[config.mk]
export PLATFORM = sky130hd
export DESIGN_NAME = spiirq_unit
export DESIGN_NICKNAME = d
export VERILOG_FILES = /design/src/rtl/spiirq_pkg.sv /design/src/rtl/spiirq_fifo.sv /design/src/rtl/spiirq_ctrl.sv /design/src/rtl/spiirq_datapath.sv /design/src/rtl/spiirq_unit.sv
export SDC_FILE = /design/constraint.sdc
export NUM_CORES = 1
export LEC_CHECK = 0
export BUFFER_PORTS_ARGS = -buffer_cell sky130_fd_sc_hd__buf_2
export CAP_MARGIN = 25
export CORE_UTILIZATION = 46
export DETAILED_ROUTE_END_ITERATION = 10
export REMOVE_ABC_BUFFERS = 1
export SYNTH_ARGS = -nofsm -noshare
export SYNTH_HDL_FRONTEND = slang
export SYNTH_HIERARCHICAL = 1
export SYNTH_SLANG_ARGS = --single-unit
[constraint.sdc]
create_clock -name clk -period 3.36 [get_ports clk]
set_input_delay 0.672 -clock clk [delete_from_list [all_inputs] [get_ports clk]]
set_output_delay 0.672 -clock clk [all_outputs]
set_load 0.005 [all_outputs]
[src/rtl/spiirq_pkg.sv]
package spiirq_pkg;

  localparam logic [2:0] IDX_RXD = 3'd0;
  localparam logic [2:0] IDX_TXD = 3'd1;
  localparam logic [2:0] IDX_CTL = 3'd2;
  localparam logic [2:0] IDX_IEN = 3'd3;
  localparam logic [2:0] IDX_STS = 3'd4;
  localparam logic [2:0] IDX_CNT = 3'd5;

  localparam logic [31:0] IEN_MASK   = 32'h0003_7F7F;
  localparam logic [31:0] CLR_MASK   = 32'h8003_7F7F;
  localparam logic [31:0] PROT_BIT   = 32'h8000_0000;
  localparam logic [31:0] EMPTY_READ = 32'hDEAD_BEEF;

  localparam int B_RX_RDY  = 0;
  localparam int B_RX_HALF = 1;
  localparam int B_RX_FULL = 2;
  localparam int B_RX_QTR  = 3;
  localparam int B_RX_3QTR = 4;
  localparam int B_RX_OVF  = 5;
  localparam int B_RX_UND  = 6;
  localparam int B_TX_EMP  = 8;
  localparam int B_TX_HALF = 9;
  localparam int B_TX_FULL = 10;
  localparam int B_TX_QTR  = 11;
  localparam int B_TX_3QTR = 12;
  localparam int B_TX_OVF  = 13;
  localparam int B_TX_UND  = 14;
  localparam int B_DONE    = 16;
  localparam int B_SS      = 17;

  typedef struct packed {
    logic txWrite;
    logic rxRead;
    logic ienWrite;
    logic stsClear;
  } dpStrobe_t;

endpackage

[src/rtl/spiirq_fifo.sv]
module spiirq_fifo #(
  parameter int DEPTH = 64,
  parameter int DW    = 8,
  localparam int PW   = (DEPTH > 1) ? $clog2(DEPTH) : 1,
  localparam int CW   = $clog2(DEPTH + 1)
) (
  input  logic          clk,
  input  logic          rstN,
  input  logic          clr,
  input  logic          push,
  input  logic [DW-1:0] pushData,
  input  logic          pop,
  output logic [DW-1:0] headData,
  output logic [CW-1:0] count,
  output logic          full,
  output logic          empty
);

  logic [DW-1:0] mem [DEPTH];
  logic [PW-1:0] rdPtr, wrPtr;
  logic          pushOk, popOk;

  assign full   = (count == CW'(DEPTH));
  assign empty  = (count == '0);
  assign pushOk = push && !full;
  assign popOk  = pop && !empty;
  assign headData = mem[rdPtr];

  function automatic logic [PW-1:0] nextPtr(input logic [PW-1:0] p);
    return (p == PW'(DEPTH - 1)) ? '0 : p + 1'b1;
  endfunction

  always_ff @(posedge clk) begin
    if (pushOk && !clr) mem[wrPtr] <= pushData;
  end

  always_ff @(posedge clk or negedge rstN) begin
    if (!rstN) begin
      rdPtr <= '0;
      wrPtr <= '0;
      count <= '0;
    end else if (clr) begin
      rdPtr <= '0;
      wrPtr <= '0;
      count <= '0;
    end else begin
      if (pushOk) wrPtr <= nextPtr(wrPtr);
      if (popOk)  rdPtr <= nextPtr(rdPtr);
      case ({pushOk, popOk})
        2'b10:   count <= count + 1'b1;
        2'b01:   count <= count - 1'b1;
        default: count <= count;
      endcase
    end
  end

endmodule

[src/rtl/spiirq_ctrl.sv]
module spiirq_ctrl
  import spiirq_pkg::*;
(
  input  logic      clk,
  input  logic      rstN,
  input  logic      regWrEn,
  input  logic      regRdEn,
  input  logic [2:0] regAddr,
  input  logic      enBitIn,
  output logic      ctlEn,
  output dpStrobe_t strobes
);

  logic gatedWr;

  assign gatedWr = regWrEn && ctlEn;

  always_ff @(posedge clk or negedge rstN) begin
    if (!rstN)                              ctlEn <= 1'b0;
    else if (regWrEn && regAddr == IDX_CTL) ctlEn <= enBitIn;
  end

  always_comb begin
    strobes          = '0;
    strobes.txWrite  = gatedWr && (regAddr == IDX_TXD);
    strobes.ienWrite = gatedWr && (regAddr == IDX_IEN);
    strobes.stsClear = gatedWr && (regAddr == IDX_STS);
    strobes.rxRead   = regRdEn && (regAddr == IDX_RXD);
  end

endmodule

[src/rtl/spiirq_datapath.sv]
module spiirq_datapath
  import spiirq_pkg::*;
#(
  parameter int DEPTH = 64,
  localparam int CW   = $clog2(DEPTH + 1),
  localparam int Q1   = DEPTH / 4,
  localparam int Q2   = DEPTH / 2
) (
  input  logic          clk,
  input  logic          rstN,
  input  dpStrobe_t     strobes,
  input  logic          ctlEn,
  input  logic [2:0]    regAddr,
  input  logic [31:0]   regWdata,
  output logic [31:0]   regRdata,
  input  logic          txPop,
  output logic [7:0]    txHead,
  input  logic          rxPush,
  input  logic [7:0]    rxByte,
  input  logic          txFlush,
  input  logic          rxFlush,
  input  logic          xferDone,
  input  logic          ssEvent,
  output logic          irq,
  output logic [CW-1:0] txCount,
  output logic [CW-1:0] rxCount,
  output logic [31:0]   ienQ
);

  logic          txFull, txEmpty, rxFull, rxEmpty;
  logic [7:0]    rxHead;
  logic [CW-1:0] txFree, rxFree;
  logic [31:0]   clrVec, sts;
  logic          rxOvf, rxUnd, txOvf, txUnd, doneQ, ssQ;

  spiirq_fifo #(.DEPTH(DEPTH), .DW(8)) uTxFifo (
    .clk(clk), .rstN(rstN), .clr(txFlush),
    .push(strobes.txWrite), .pushData(regWdata[7:0]),
    .pop(txPop), .headData(txHead),
    .count(txCount), .full(txFull), .empty(txEmpty)
  );

  spiirq_fifo #(.DEPTH(DEPTH), .DW(8)) uRxFifo (
    .clk(clk), .rstN(rstN), .clr(rxFlush),
    .push(rxPush), .pushData(rxByte),
    .pop(strobes.rxRead), .headData(rxHead),
    .count(rxCount), .full(rxFull), .empty(rxEmpty)
  );

  assign txFree = CW'(DEPTH) - txCount;
  assign rxFree = CW'(DEPTH) - rxCount;
  assign clrVec = strobes.stsClear ? (regWdata & CLR_MASK & ~PROT_BIT) : '0;

  // event flags: set wins over a same-cycle clear, flush wins over both
  always_ff @(posedge clk or negedge rstN) begin
    if (!rstN) begin
      rxOvf <= 1'b0; rxUnd <= 1'b0;
      txOvf <= 1'b0; txUnd <= 1'b0;
      doneQ <= 1'b0; ssQ   <= 1'b0;
    end else begin
      if (rxFlush) begin
        rxOvf <= 1'b0;
        rxUnd <= 1'b0;
      end else begin
        rxOvf <= (rxPush && rxFull) || (rxOvf && !clrVec[B_RX_OVF]);
        rxUnd <= (strobes.rxRead && rxEmpty) || (rxUnd && !clrVec[B_RX_UND]);
      end
      if (txFlush) begin
        txOvf <= 1'b0;
        txUnd <= 1'b0;
      end else begin
        txOvf <= (strobes.txWrite && txFull) || (txOvf && !clrVec[B_TX_OVF]);
        txUnd <= (txPop && txEmpty) || (txUnd && !clrVec[B_TX_UND]);
      end
      doneQ <= xferDone || (doneQ && !clrVec[B_DONE]);
      ssQ   <= ssEvent  || (ssQ   && !clrVec[B_SS]);
    end
  end

  always_ff @(posedge clk or negedge rstN) begin
    if (!rstN)                 ienQ <= '0;
    else if (strobes.ienWrite) ienQ <= regWdata & IEN_MASK;
  end

  always_comb begin
    sts             = '0;
    sts[B_RX_RDY]   = !rxEmpty;
    sts[B_RX_QTR]   = rxCount >= CW'(Q1);
    sts[B_RX_HALF]  = rxCount >= CW'(Q2);
    sts[B_RX_3QTR]  = rxFree <= CW'(Q1);
    sts[B_RX_FULL]  = rxFull;
    sts[B_RX_OVF]   = rxOvf;
    sts[B_RX_UND]   = rxUnd;
    sts[B_TX_EMP]   = txEmpty;
    sts[B_TX_QTR]   = txFree >= CW'(Q1);
    sts[B_TX_HALF]  = txFree >= CW'(Q2);
    sts[B_TX_3QTR]  = txCount <= CW'(Q1);
    sts[B_TX_FULL]  = txFull;
    sts[B_TX_OVF]   = txOvf;
    sts[B_TX_UND]   = txUnd;
    sts[B_DONE]     = doneQ;
    sts[B_SS]       = ssQ;
  end

  assign irq = |(sts & ienQ);

  always_comb begin
    case (regAddr)
      IDX_RXD: regRdata = rxEmpty ? EMPTY_READ : {24'd0, rxHead};
      IDX_TXD: regRdata = '0;
      IDX_CTL: regRdata = {31'd0, ctlEn};
      IDX_IEN: regRdata = ienQ;
      IDX_STS: regRdata = sts;
      IDX_CNT: regRdata = {9'd0, 7'(txCount), 9'd0, 7'(rxCount)};
      default: regRdata = '0;
    endcase
  end

endmodule

[src/rtl/spiirq_unit.sv]
module spiirq_unit
  import spiirq_pkg::*;
#(
  parameter int DEPTH = 64,
  localparam int CW   = $clog2(DEPTH + 1)
) (
  input  logic        clk,
  input  logic        rstN,
  input  logic        regWrEn,
  input  logic        regRdEn,
  input  logic [2:0]  regAddr,
  input  logic [31:0] regWdata,
  output logic [31:0] regRdata,
  input  logic        txPop,
  output logic [7:0]  txHead,
  input  logic        rxPush,
  input  logic [7:0]  rxByte,
  input  logic        txFlush,
  input  logic        rxFlush,
  input  logic        xferDone,
  input  logic        ssEvent,
  output logic        irq
);

  dpStrobe_t     strobes;
  logic          ctlEn;
  logic [CW-1:0] txCount, rxCount;
  logic [31:0]   ienQ;

  spiirq_ctrl uCtrl (
    .clk(clk), .rstN(rstN),
    .regWrEn(regWrEn), .regRdEn(regRdEn), .regAddr(regAddr),
    .enBitIn(regWdata[0]), .ctlEn(ctlEn), .strobes(strobes)
  );

  spiirq_datapath #(.DEPTH(DEPTH)) uDp (
    .clk(clk), .rstN(rstN), .strobes(strobes), .ctlEn(ctlEn),
    .regAddr(regAddr), .regWdata(regWdata), .regRdata(regRdata),
    .txPop(txPop), .txHead(txHead), .rxPush(rxPush), .rxByte(rxByte),
    .txFlush(txFlush), .rxFlush(rxFlush),
    .xferDone(xferDone), .ssEvent(ssEvent), .irq(irq),
    .txCount(txCount), .rxCount(rxCount), .ienQ(ienQ)
  );

endmodule

==> key figures, run 1 <==
Status
  • Run status: complete, but fails checks
  • Violated checks: negative setup slack

Power
  • Power, Total: roughly 0.032 W
  • Internal power: roughly 0.024 W
  • Net Switching: between 0.007 and 0.008 W
  • Comb power frac: 0.167
  • Net switching share of the total power: 0.244
  • Total power divided by cell area: between 600 and 700 mW/mm²
  • Peak VDD IR: 0.612 mV
  • Share of power burned in the clock network: 0.365
  • Total leakage power: around 17 nW
  • Share of power burned in registers: 0.468

Worst setup path
  • Setup crit end kind: output pin
  • Critical Path RT: 2.69 ns
  • Maximum cell stage delay along the critical path: between 0.5 and 0.6 ns
  • Reg2reg setup slack: 0.16 ns
  • Critical path's slowest cell: sky130_fd_sc_hd__dfrtp_4
  • WP data arrival: ~3.4 ns
  • CP Max Fanout: 6
  • Cell breakdown of the critical path: buf_12 > buf_16 > buf_12 > buf_6 > mux4_2 > a21oi_2 > nand2_1 > nand3_2 > a41oi_2 > nor2_1 > nor2_1 > a21oi_1 > o22ai_2 > buf_2
  • Startpoint-to-endpoint class of the critical path: register to output pin
  • Number of buffer and inverter stages on the critical path: 5
  • Startpoint kind of the worst setup timing path: register
  • Cell family with the largest share of critical-path delay: buffers and inverters

GRT
  • Antenna violations before repair: 2
  • Number of global-route vias before repair: ~25,000
  • Pin count of the biggest net entering global routing: 66
  • GRT Total Usage: 0.228
  • Congestion Overflow GR: 0
  • Global-route wire length before repair: approximately 170,000 µm

Logic synthesis
  • Cell count after synthesis: around 2,500
  • Synthesis Warnings: 6
  • Syn Std Cell Area: ~0.044 mm²
  • Post-Synthesis Mean Instance Area: 17.8 µm²

Final layout
  • Filler-free cell count of the finished design: 4,257
  • Fraction of final layout cells sized beyond drive strength 1: 0.347
  • Commonest non-fill, non-tap cell in the layout: sky130_fd_sc_hd__edfxtp_1
  • Multi-input combinational cell area: about 0.012 mm²
  • Layout area overhead: 21.2%
  • Filler cell count: 7,215
  • Leading cell types in the layout, fill and taps excluded: sky130_fd_sc_hd__edfxtp_1, sky130_fd_sc_hd__buf_4, sky130_fd_sc_hd__mux4_2
  • Non-Filler Cell Area, Final: between 0.05 and 0.06 mm²
  • Final core occ: 0.563
  • NumNets Final: 2,965
  • Combined flip-flop and latch cell area: ~0.032 mm²

Detailed routing
  • Final ANT Viol Nets: 0
  • Post-Route WL: around 110,000 µm
  • DRC violation count after routing: 0
  • Number of DRC markers in iteration 0: between 2,000 and 3,000
  • Via Count: ~25,000
  • Detail-routed via count per cell: 5.90
  • Drt wl/cell: between 20 and 30 µm
  • Detailed-routing iteration count for the pre-antenna-repair pass: 5

Clock network
  • TritonCTS buffer count: 109
  • TritonCTS clock tree: built
  • Clock Pin Slew Worst Setup and Hold Paths: approximately 0.06 ns
  • Clock sink count: 1,085
  • CTS root buffer: sky130_fd_sc_hd__clkbuf_16
  • Number of levels in the clock H-tree: 3
  • Max Buffers Root-to-Sink: 3
  • Clk_lat worst skew: ~0.7 ns

Worst hold path
  • Path category of the worst min-delay check: primary input to register

Floorplanning
  • Die span in y: approximately 310 µm
  • Chip Width: approximately 310 µm
  • Area of the die: about 0.1 mm²
  • Number of standard-cell rows in the floorplan: ~110
  • Initial core utilization: 0.465
  • Floorplan Core Area: 0.0952 mm²
  • Number of top-level pins: 94

Placed design
  • Pre-CTS setup slack: -0.203 ns
  • Routability congestion estimate from global placement: 0.915
  • Final HPWL DP: between 70,000 and 80,000 µm
  • Count of input and output buffers: 76
  • Placed cell areas: just under 0.05 mm²
  • Cell count after placement: about 4,000

Timing
  • Final Max Tran Viols: 0
  • Transition time of the tightest slew-check pin: approximately 0.95 ns
  • Maximum operating frequency: about 0.25 GHz
  • Number of setup violations in the final report: 32
  • Final hold violation count: 0
  • PnR worst setup slack: -0.707 ns
  • Share of the clock period used by the worst path: 1.21
  • Min Tclk post-route: approximately 4 ns
  • Relative slew slack: 0.368
  • Clock skew: about 0.033 ns
  • Setup repair after global routing missed its margin: yes

Job
  • Max-capacitance violation count: 0
[registers in the layout, indices dropped and copies added, names as in the netlist, 6 cells and up]
register and count:
uDp/uTxFifo/mem 512, uDp/uRxFifo/count 7, uDp/uRxFifo/mem 512, uDp/ienQ 16, uDp/uRxFifo/wrPtr 6, uDp/uTxFifo/count 7
uDp/uTxFifo/rdPtr 6, uDp/uTxFifo/wrPtr 6, uDp/uRxFifo/rdPtr 6
[final timing paths]
| path | start | end | depth (start not counted) |
|---|---|---|---|
| max | uDp/uRxFifo/rdPtr[0] | regRdata[2] | 14 |
| max reg2reg | uDp/uRxFifo/count[3] | uDp/uRxFifo/count[6] | 10 |
| min in group asynchronous | rstN | uDp/ienQ[0] | 2 |
| min reg2reg | uDp/doneQ | uDp/doneQ | 1 |
| min | xferDone | uDp/doneQ | 2 |
| max in group asynchronous | rstN | uDp/ienQ[2] | 4 |
[worst reg2reg max path, delay by kind of cell, from the launching register on]
| kind | cells | cell delay, ns |
|---|---|---|
| AO/OA/AOI/OAI | 4 | 0.81 |
| AND/OR/NAND/NOR | 2 | 0.73 |
| multiplexers | 2 | 0.58 |
| adder cells (fa/ha/maj) | 1 | 0.41 |
| flip-flops | 1 | 0.38 |
| buffers and inverters | 1 | 0.17 |
[stage by stage]
stage	hold WS, ns	TNS, ns
final	0.173	-8.28
after global routing	0.157	-12.10
after CTS	0.136	-8.17
after detailed placement	0.518	-1.12
after global placement	0.502	-1.04
after floorplan	0.376	-101.19
[layer usage]
metal	global-route usage	wire length, µm
met2	0.375	54800
met3	0.0322	6270
met5	0	20
met1	0.314	46000
met4	0.0763	3420
[final cells by class]
type / count / area share
inverter: 15 / 0.00105
clock buffer: 143 / 0.0543
antenna: 1 / 0.0000467
multi-input combinational: 1218 / 0.225
timing repair buffer: 467 / 0.0769
clock inverter: 63 / 0.0105
tap: 1265 / 0.0296
sequential: 1085 / 0.603
[power by group through the flow]
stage	registers [W]	logic [W]	clock network [W]
floorplan	0.0157	0.00229	0
detailed placement	0.0154	0.00450	0
finish	0.0151	0.00540	0.0118
global route	0.0151	0.00572	0.0125
global placement	0.0154	0.00440	0
CTS	0.0151	0.00526	0.0120
[timing repair]
action / in CTS / in global routing
endpoints found under the setup margin: 32 / 37
buffers inserted: 30 / 19
pin swaps: 49 / 51
hold endpoints to repair: 0 / 3
cloned: 7 / 0
hold buffers: 0 / 1
resized for setup: 163 / 89
(Power assumes the default switching activity.)
==> run 2, diff against run 1 <==
--- a/config.mk
+++ b/config.mk
@@ -9,4 +9,5 @@
 export CAP_MARGIN = 25
 export CORE_UTILIZATION = 46
+export CTS_CLUSTER_DIAMETER = 100
 export DETAILED_ROUTE_END_ITERATION = 10
 export REMOVE_ABC_BUFFERS = 1
==> constraint.sdc (replaced) <==
create_clock -name clk -period 3.36 [get_ports clk]
set_input_delay 0 -clock clk [delete_from_list [all_inputs] [get_ports clk]]
set_output_delay 0 -clock clk [all_outputs]
set_load 0.005 [all_outputs]
==> key figures, run 2 (synthesis gave the netlist of run 1 again) <==
Timing
  • Share of the clock period used by the worst path: 1.03
  • PnR worst setup slack: -0.109 ns
  • Clock skew: 0.0440 ns
  • Final Max Tran Viols: 0
  • Transition time of the tightest slew-check pin: ~1 ns
  • Final hold violation count: 3
  • Worst hold slack: -0.00270 ns
  • Number of setup violations in the final report: 6
  • Setup repair after global routing missed its margin: yes
  • Min Tclk post-route: 3.47 ns
  • Relative slew slack: 0.331
  • Maximum operating frequency: approximately 0.29 GHz

Status
  • Run status: complete, but fails checks
  • Violated checks: negative hold slack, negative setup slack

Clock network
  • CTS root buffer: sky130_fd_sc_hd__clkbuf_16
  • Clk_lat worst skew: about 0.7 ns
  • TritonCTS buffer count: 110
  • Clock Pin Slew Worst Setup and Hold Paths: about 0.06 ns
  • Clock sink count: 1,085
  • TritonCTS clock tree: built
  • Number of levels in the clock H-tree: 3
  • Max Buffers Root-to-Sink: 3

GRT
  • Global-route wire length before repair: around 160,000 µm
  • Antenna violations before repair: 2
  • Congestion Overflow GR: 0
  • GRT Total Usage: 0.224
  • Pin count of the biggest net entering global routing: 54
  • Number of global-route vias before repair: 24,800

Final layout
  • Final core occ: 0.549
  • NumNets Final: between 2,000 and 3,000
  • Leading cell types in the layout, fill and taps excluded: sky130_fd_sc_hd__edfxtp_1, sky130_fd_sc_hd__mux4_2, sky130_fd_sc_hd__nor2_1
  • Commonest non-fill, non-tap cell in the layout: sky130_fd_sc_hd__edfxtp_1
  • Biggest registers after layout: uDp/uRxFifo/mem (512), uDp/uTxFifo/mem (512), uDp/ienQ (16)
  • Fraction of final layout cells sized beyond drive strength 1: 0.284
  • Non-Filler Cell Area, Final: ~0.052 mm²
  • Layout area overhead: 18.3%

Detailed routing
  • DRC violation count after routing: 0
  • Post-Route WL: 110,000 µm
  • Detailed-routing iteration count for the pre-antenna-repair pass: 6
  • Number of DRC markers in iteration 0: 2,721
  • Via Count: between 20,000 and 25,000
  • Detail-routed via count per cell: 5.96
  • Final ANT Viol Nets: 0
  • Drt wl/cell: around 27 µm

Worst setup path
  • Startpoint-to-endpoint class of the critical path: register to output pin
  • WP data arrival: approximately 3.5 ns
  • Critical Path RT: approximately 3.4 ns
  • Reg2reg setup slack: ~0.18 ns
  • CP Max Fanout: 27
  • Crit Reg-Reg Endpoint: uDp/uRxFifo/count[6]
  • Startpoint kind of the worst setup timing path: register
  • Setup crit end kind: output pin
  • Worst reg2reg path depth: 9
  • Worst reg2reg path startpoint: uDp/uRxFifo/count[3]

Worst hold path
  • Worst Hold Launch: regWdata[3]
  • End point of the worst hold path: uDp/uTxFifo/mem[43][3]
  • Path category of the worst min-delay check: primary input to register
  • Cell depth of the worst min-delay path: 1

Power
  • Peak VDD IR: about 0.5 mV
  • Total leakage power: 16.7 nW
  • Total power divided by cell area: 611 mW/mm²

Floorplanning
  • Initial core utilization: 0.465
  • Area of the die: ~0.097 mm²
  • Die span in y: between 300 and 400 µm
  • Chip Width: just over 300 µm
  • Floorplan Core Area: around 0.095 mm²
  • Number of top-level pins: 94
  • Number of standard-cell rows in the floorplan: about 110

Placed design
  • Final HPWL DP: between 70,000 and 80,000 µm
  • Count of input and output buffers: between 70 and 80
  • Placed cell areas: between 0.04 and 0.05 mm²
  • Routability congestion estimate from global placement: between 0.9 and 1

Job
  • Max-capacitance violation count: 0
run 2: changes by cell type in the layout (fill, tap and decap cells not counted), moves of 11 or more:
cell and change:
sky130_fd_sc_hd__buf_4 -134, sky130_fd_sc_hd__dlygate4sd3_1 +40, sky130_fd_sc_hd__a22oi_1 +16, sky130_fd_sc_hd__a22oi_2 -16
sky130_fd_sc_hd__buf_6 -14, sky130_fd_sc_hd__nand3_1 +14, sky130_fd_sc_hd__clkbuf_1 -13, sky130_fd_sc_hd__buf_12 -12
sky130_fd_sc_hd__nand3_2 -12, sky130_fd_sc_hd__a211oi_2 -11
run 2: stage by stage:
stage | hold slack [ns] | power (W) | std cells | setup TNS (ns) | worst slack (ns)
after floorplan | -0.296 | 0.0180 | 2318 | -89.35 | -3.65
after global placement | 0.123 | 0.0196 | 3833 | 0 | 0.0257
after detailed placement | 0.140 | 0.0196 | 3835 | 0 | 0.123
after CTS | 0.0120 | 0.0322 | 4111 | -0.799 | -0.141
after global routing | 0.0259 | 0.0330 | 4135 | -1.06 | -0.179
final | -0.00270 | 0.0320 | 4135 | -0.306 | -0.109
run 2: where the power goes:
group,switching (W),internal [W],total [W]
Sequential,0.000190,0.0149,0.0151
Combinational,0.00239,0.00215,0.00453
Clock,0.00510,0.00720,0.0123
run 2: per-layer routing:
| layer | share of wire | track usage | vias up |
|---|---|---|---|
| met3 | 0.061 | 0.0364 | 187 |
| li1 | - | - | 10700 |
| met1 | 0.42 | 0.310 | 12900 |
| met5 | 0.000064 | 0 | - |
| met2 | 0.49 | 0.368 | 891 |
| met4 | 0.027 | 0.0673 | 2 |
run 2: worst max path at each step:
stage                    startpoint                    to  cells past startpoint
6_report       uDp/uRxFifo/rdPtr[1]           regRdata[3]                     11
5_1_grt        uDp/uRxFifo/rdPtr[1]           regRdata[0]                     12
4_1_cts        uDp/uRxFifo/rdPtr[0]           regRdata[3]                     10
3_5_place_dp   uDp/uTxFifo/count[2]  uDp/uTxFifo/count[6]                     10
3_3_place_gp   uDp/uTxFifo/count[3]  uDp/uTxFifo/count[6]                     10
2_1_floorplan  uDp/uRxFifo/rdPtr[0]           regRdata[0]                      9
run 2: final cells by class:
| cell class | instances | area, µm² |
|---|---|---|
| Antenna cell | 1 | 2.50 |
| Clock buffer | 134 | 2940 |
| Clock inverter | 69 | 707 |
| Fill cell | 7261 | 42900 |
| Inverter | 15 | 56.3 |
| Multi-Input combinational cell | 1218 | 11600 |
| Sequential cell | 1085 | 32300 |
| Tap cell | 1265 | 1580 |
| Timing Repair Buffer | 348 | 3080 |
run 2: worst max-delay path: stages, from the launching register on:
cell                       delay [ns]
sky130_fd_sc_hd__dfrtp_4         0.55
sky130_fd_sc_hd__buf_4           0.17
sky130_fd_sc_hd__buf_12          0.19
sky130_fd_sc_hd__mux4_2          0.36
sky130_fd_sc_hd__a22oi_2         0.21
sky130_fd_sc_hd__nand2_1         0.12
sky130_fd_sc_hd__a22oi_2         0.30
sky130_fd_sc_hd__o221ai_2        0.21
sky130_fd_sc_hd__nor3_2          0.15
sky130_fd_sc_hd__a21oi_1         0.06
sky130_fd_sc_hd__a22o_1          0.27
sky130_fd_sc_hd__buf_2           0.16
run 2: timing repair:
item                                   4_1_cts  5_1_grt
setup endpoints to repair                   16       11
buffers inserted                            30       19
pin swaps                                   14       33
gates cloned                                 2        5
hold buffers                                41        1
gates resized for setup                     71       53
endpoints found under the hold margin      464       20
==> run 3, diff against run 2 <==
- CORE_MARGIN: not set -> 3
==> key figures, run 3 (synthesis gave the netlist of run 1 again) <==
Power
  • Internal power: between 0.02 and 0.025 W
  • Net switching share of the total power: 0.240
  • Share of power burned in the clock network: 0.385
  • Peak VDD IR: roughly 0.45 mV
  • Share of power burned in registers: 0.477
  • Comb power frac: 0.138
  • Total leakage power: ~17 nW
  • Total power divided by cell area: slightly above 600 mW/mm²
  • Net Switching: roughly 0.0076 W

GRT
  • Met2 capacity usage during global routing: 0.356
  • Pin count of the biggest net entering global routing: 65
  • Global-route wire length before repair: roughly 160,000 µm
  • Met3 track demand over resource: 0.0359
  • M1 GR Usage: 0.306
  • Antenna violations before repair: 0
  • Highest-utilization routing layer at the global route stage: met2
  • GRT Total Usage: 0.219
  • Congestion Overflow GR: 0
  • Number of global-route vias before repair: between 20,000 and 25,000

Clock network
  • Clock sink count: 1,085
  • CTS root buffer: sky130_fd_sc_hd__clkbuf_16
  • TritonCTS buffer count: approximately 110
  • TritonCTS clock tree: built
  • Number of levels in the clock H-tree: 3
  • Max Buffers Root-to-Sink: 3
  • Clk_lat worst skew: around 0.70 ns
  • Clock Pin Slew Worst Setup and Hold Paths: roughly 0.06 ns

Final layout
  • Multi-input combinational cell area: 0.0115 mm²
  • Combined flip-flop and latch cell area: roughly 0.032 mm²
  • Fraction of final layout cells sized beyond drive strength 1: 0.274
  • NumNets Final: ~2,800
  • Filler-free cell count of the finished design: 4,104
  • Non-Filler Cell Area, Final: a little over 0.05 mm²
  • Commonest non-fill, non-tap cell in the layout: sky130_fd_sc_hd__edfxtp_1
  • Layout area overhead: 17.6%
  • Filler cell count: about 7,300
  • Leading cell types in the layout, fill and taps excluded: sky130_fd_sc_hd__edfxtp_1, sky130_fd_sc_hd__mux4_2, sky130_fd_sc_hd__nor2_1
  • Biggest registers after layout: uDp/uRxFifo/mem (512), uDp/uTxFifo/mem (512), uDp/ienQ (16)

Detailed routing
  • Detail-routed via count per cell: ~6
  • Detailed-routing iteration count for the pre-antenna-repair pass: 6
  • Number of DRC markers in iteration 0: about 2,600
  • Final ANT Viol Nets: 0
  • Via Count: about 25,000
  • Drt wl/cell: approximately 26 µm
  • DRC violation count after routing: 0
  • Post-Route WL: approximately 110,000 µm

Worst hold path
  • Worst Hold Launch: regWdata[1]
  • Path category of the worst min-delay check: primary input to register
  • Cell depth of the worst min-delay path: 1
  • End point of the worst hold path: uDp/uTxFifo/mem[51][1]

Status
  • Violated checks: negative setup slack
  • Run status: complete, but fails checks

Timing
  • Number of setup violations in the final report: 8
  • PnR worst setup slack: -0.202 ns
  • Setup Total Neg Slack: -0.660 ns
  • Final Max Tran Viols: 0
  • Share of the clock period used by the worst path: 1.06
  • Transition time of the tightest slew-check pin: 1.12 ns
  • Clock skew: 0.0313 ns
  • Min Tclk post-route: around 3.6 ns
  • Relative slew slack: 0.253
  • Final hold violation count: 0
  • Setup repair after global routing missed its margin: yes
  • Worst hold slack: between 0.04 and 0.05 ns
  • Maximum operating frequency: approximately 0.28 GHz

Floorplanning
  • Floorplan Core Area: about 0.095 mm²
  • Number of standard-cell rows in the floorplan: ~110
  • Chip Width: 316 µm
  • Initial core utilization: 0.465
  • Number of top-level pins: 94
  • Area of the die: roughly 0.1 mm²
  • Die span in y: approximately 320 µm

Job
  • Max-capacitance violation count: 0

Placed design
  • Pre-CTS setup slack: between 0.1 and 0.15 ns
  • Placed cell areas: about 0.047 mm²
  • Routability congestion estimate from global placement: about 0.90
  • Count of input and output buffers: 76
  • Cell count after placement: between 3,000 and 4,000
  • Final HPWL DP: roughly 70,000 µm

Worst setup path
  • Worst reg2reg path depth: 5
  • Reg2reg setup slack: about 0.060 ns
  • Critical Path RT: around 3.4 ns
  • Startpoint kind of the worst setup timing path: register
  • Startpoint-to-endpoint class of the critical path: register to output pin
  • Setup crit end kind: output pin
  • WP data arrival: roughly 3.6 ns
  • CP Max Fanout: 6
  • Crit Reg-Reg Endpoint: uDp/uTxFifo/mem[25][1]
  • Worst reg2reg path startpoint: uDp/uTxFifo/count[0]
[run 3: worst max path at each step]
stage                      endpoint                 start  slack (ns)  cells past startpoint
6_report                regRdata[3]  uDp/uRxFifo/rdPtr[0]       -0.20                     12
5_1_grt                 regRdata[3]  uDp/uRxFifo/rdPtr[0]       -0.23                     11
4_1_cts                 regRdata[0]  uDp/uRxFifo/rdPtr[0]       -0.20                     11
3_5_place_dp   uDp/uTxFifo/count[6]  uDp/uTxFifo/count[3]        0.10                     10
3_3_place_gp   uDp/uTxFifo/count[6]  uDp/uTxFifo/count[3]        0.07                     10
2_1_floorplan           regRdata[0]  uDp/uRxFifo/rdPtr[0]       -3.65                      9
[run 3: final cells by class]
type,instances,area share
Sequential cell,1085,0.621
Clock buffer,137,0.0562
Antenna cell,1,0.0000482
Timing Repair Buffer,314,0.0551
Multi-Input combinational cell,1218,0.222
Inverter,15,0.00108
Clock inverter,69,0.0137
Tap cell,1265,0.0305
[run 3: repair_timing]
action                                 4_1_cts  5_1_grt
hold buffers                                38        6
pin swaps                                   16       35
resized for setup                           71       44
gates cloned                                 5        2
endpoints found under the hold margin      413      173
setup endpoints to repair                   15       63
buffers inserted                            20        8
[run 3: metal layers]
metal	up-vias	share of wire
met5	-	0
met4	0	0.032
met3	213	0.063
met2	930	0.49
met1	12800	0.42
li1	10600	-
[run 3: critical path, stage by stage (launching register included)]
cell and delay (ns):
sky130_fd_sc_hd__dfrtp_4 0.52, sky130_fd_sc_hd__buf_6 0.15, sky130_fd_sc_hd__buf_12 0.12, sky130_fd_sc_hd__buf_16 0.13, sky130_fd_sc_hd__mux4_2 0.42, sky130_fd_sc_hd__a22oi_2 0.16, sky130_fd_sc_hd__nand2_1 0.12, sky130_fd_sc_hd__a22oi_2 0.35
sky130_fd_sc_hd__o221ai_2 0.22, sky130_fd_sc_hd__nor3_2 0.18, sky130_fd_sc_hd__a21oi_2 0.05, sky130_fd_sc_hd__a22o_1 0.26, sky130_fd_sc_hd__buf_2 0.15
[run 3: power groups by stage]
stage	Clock [W]	Sequential, W	Combinational, W
after floorplan	0	0.0157	0.00229
after global placement	0	0.0154	0.00408
after detailed placement	0	0.0154	0.00415
after CTS	0.0125	0.0151	0.00435
after global routing	0.0130	0.0152	0.00470
final	0.0122	0.0151	0.00437
[run 3: metrics by stage]
stage / total power (W) / utilization
6_report: 0.0317 / 0.546
5_1_grt: 0.0329 / 0.546
4_1_cts: 0.0319 / 0.541
3_5_place_dp: 0.0196 / 0.492
3_3_place_gp: 0.0195 / 0.492
2_1_floorplan: 0.0180 / -
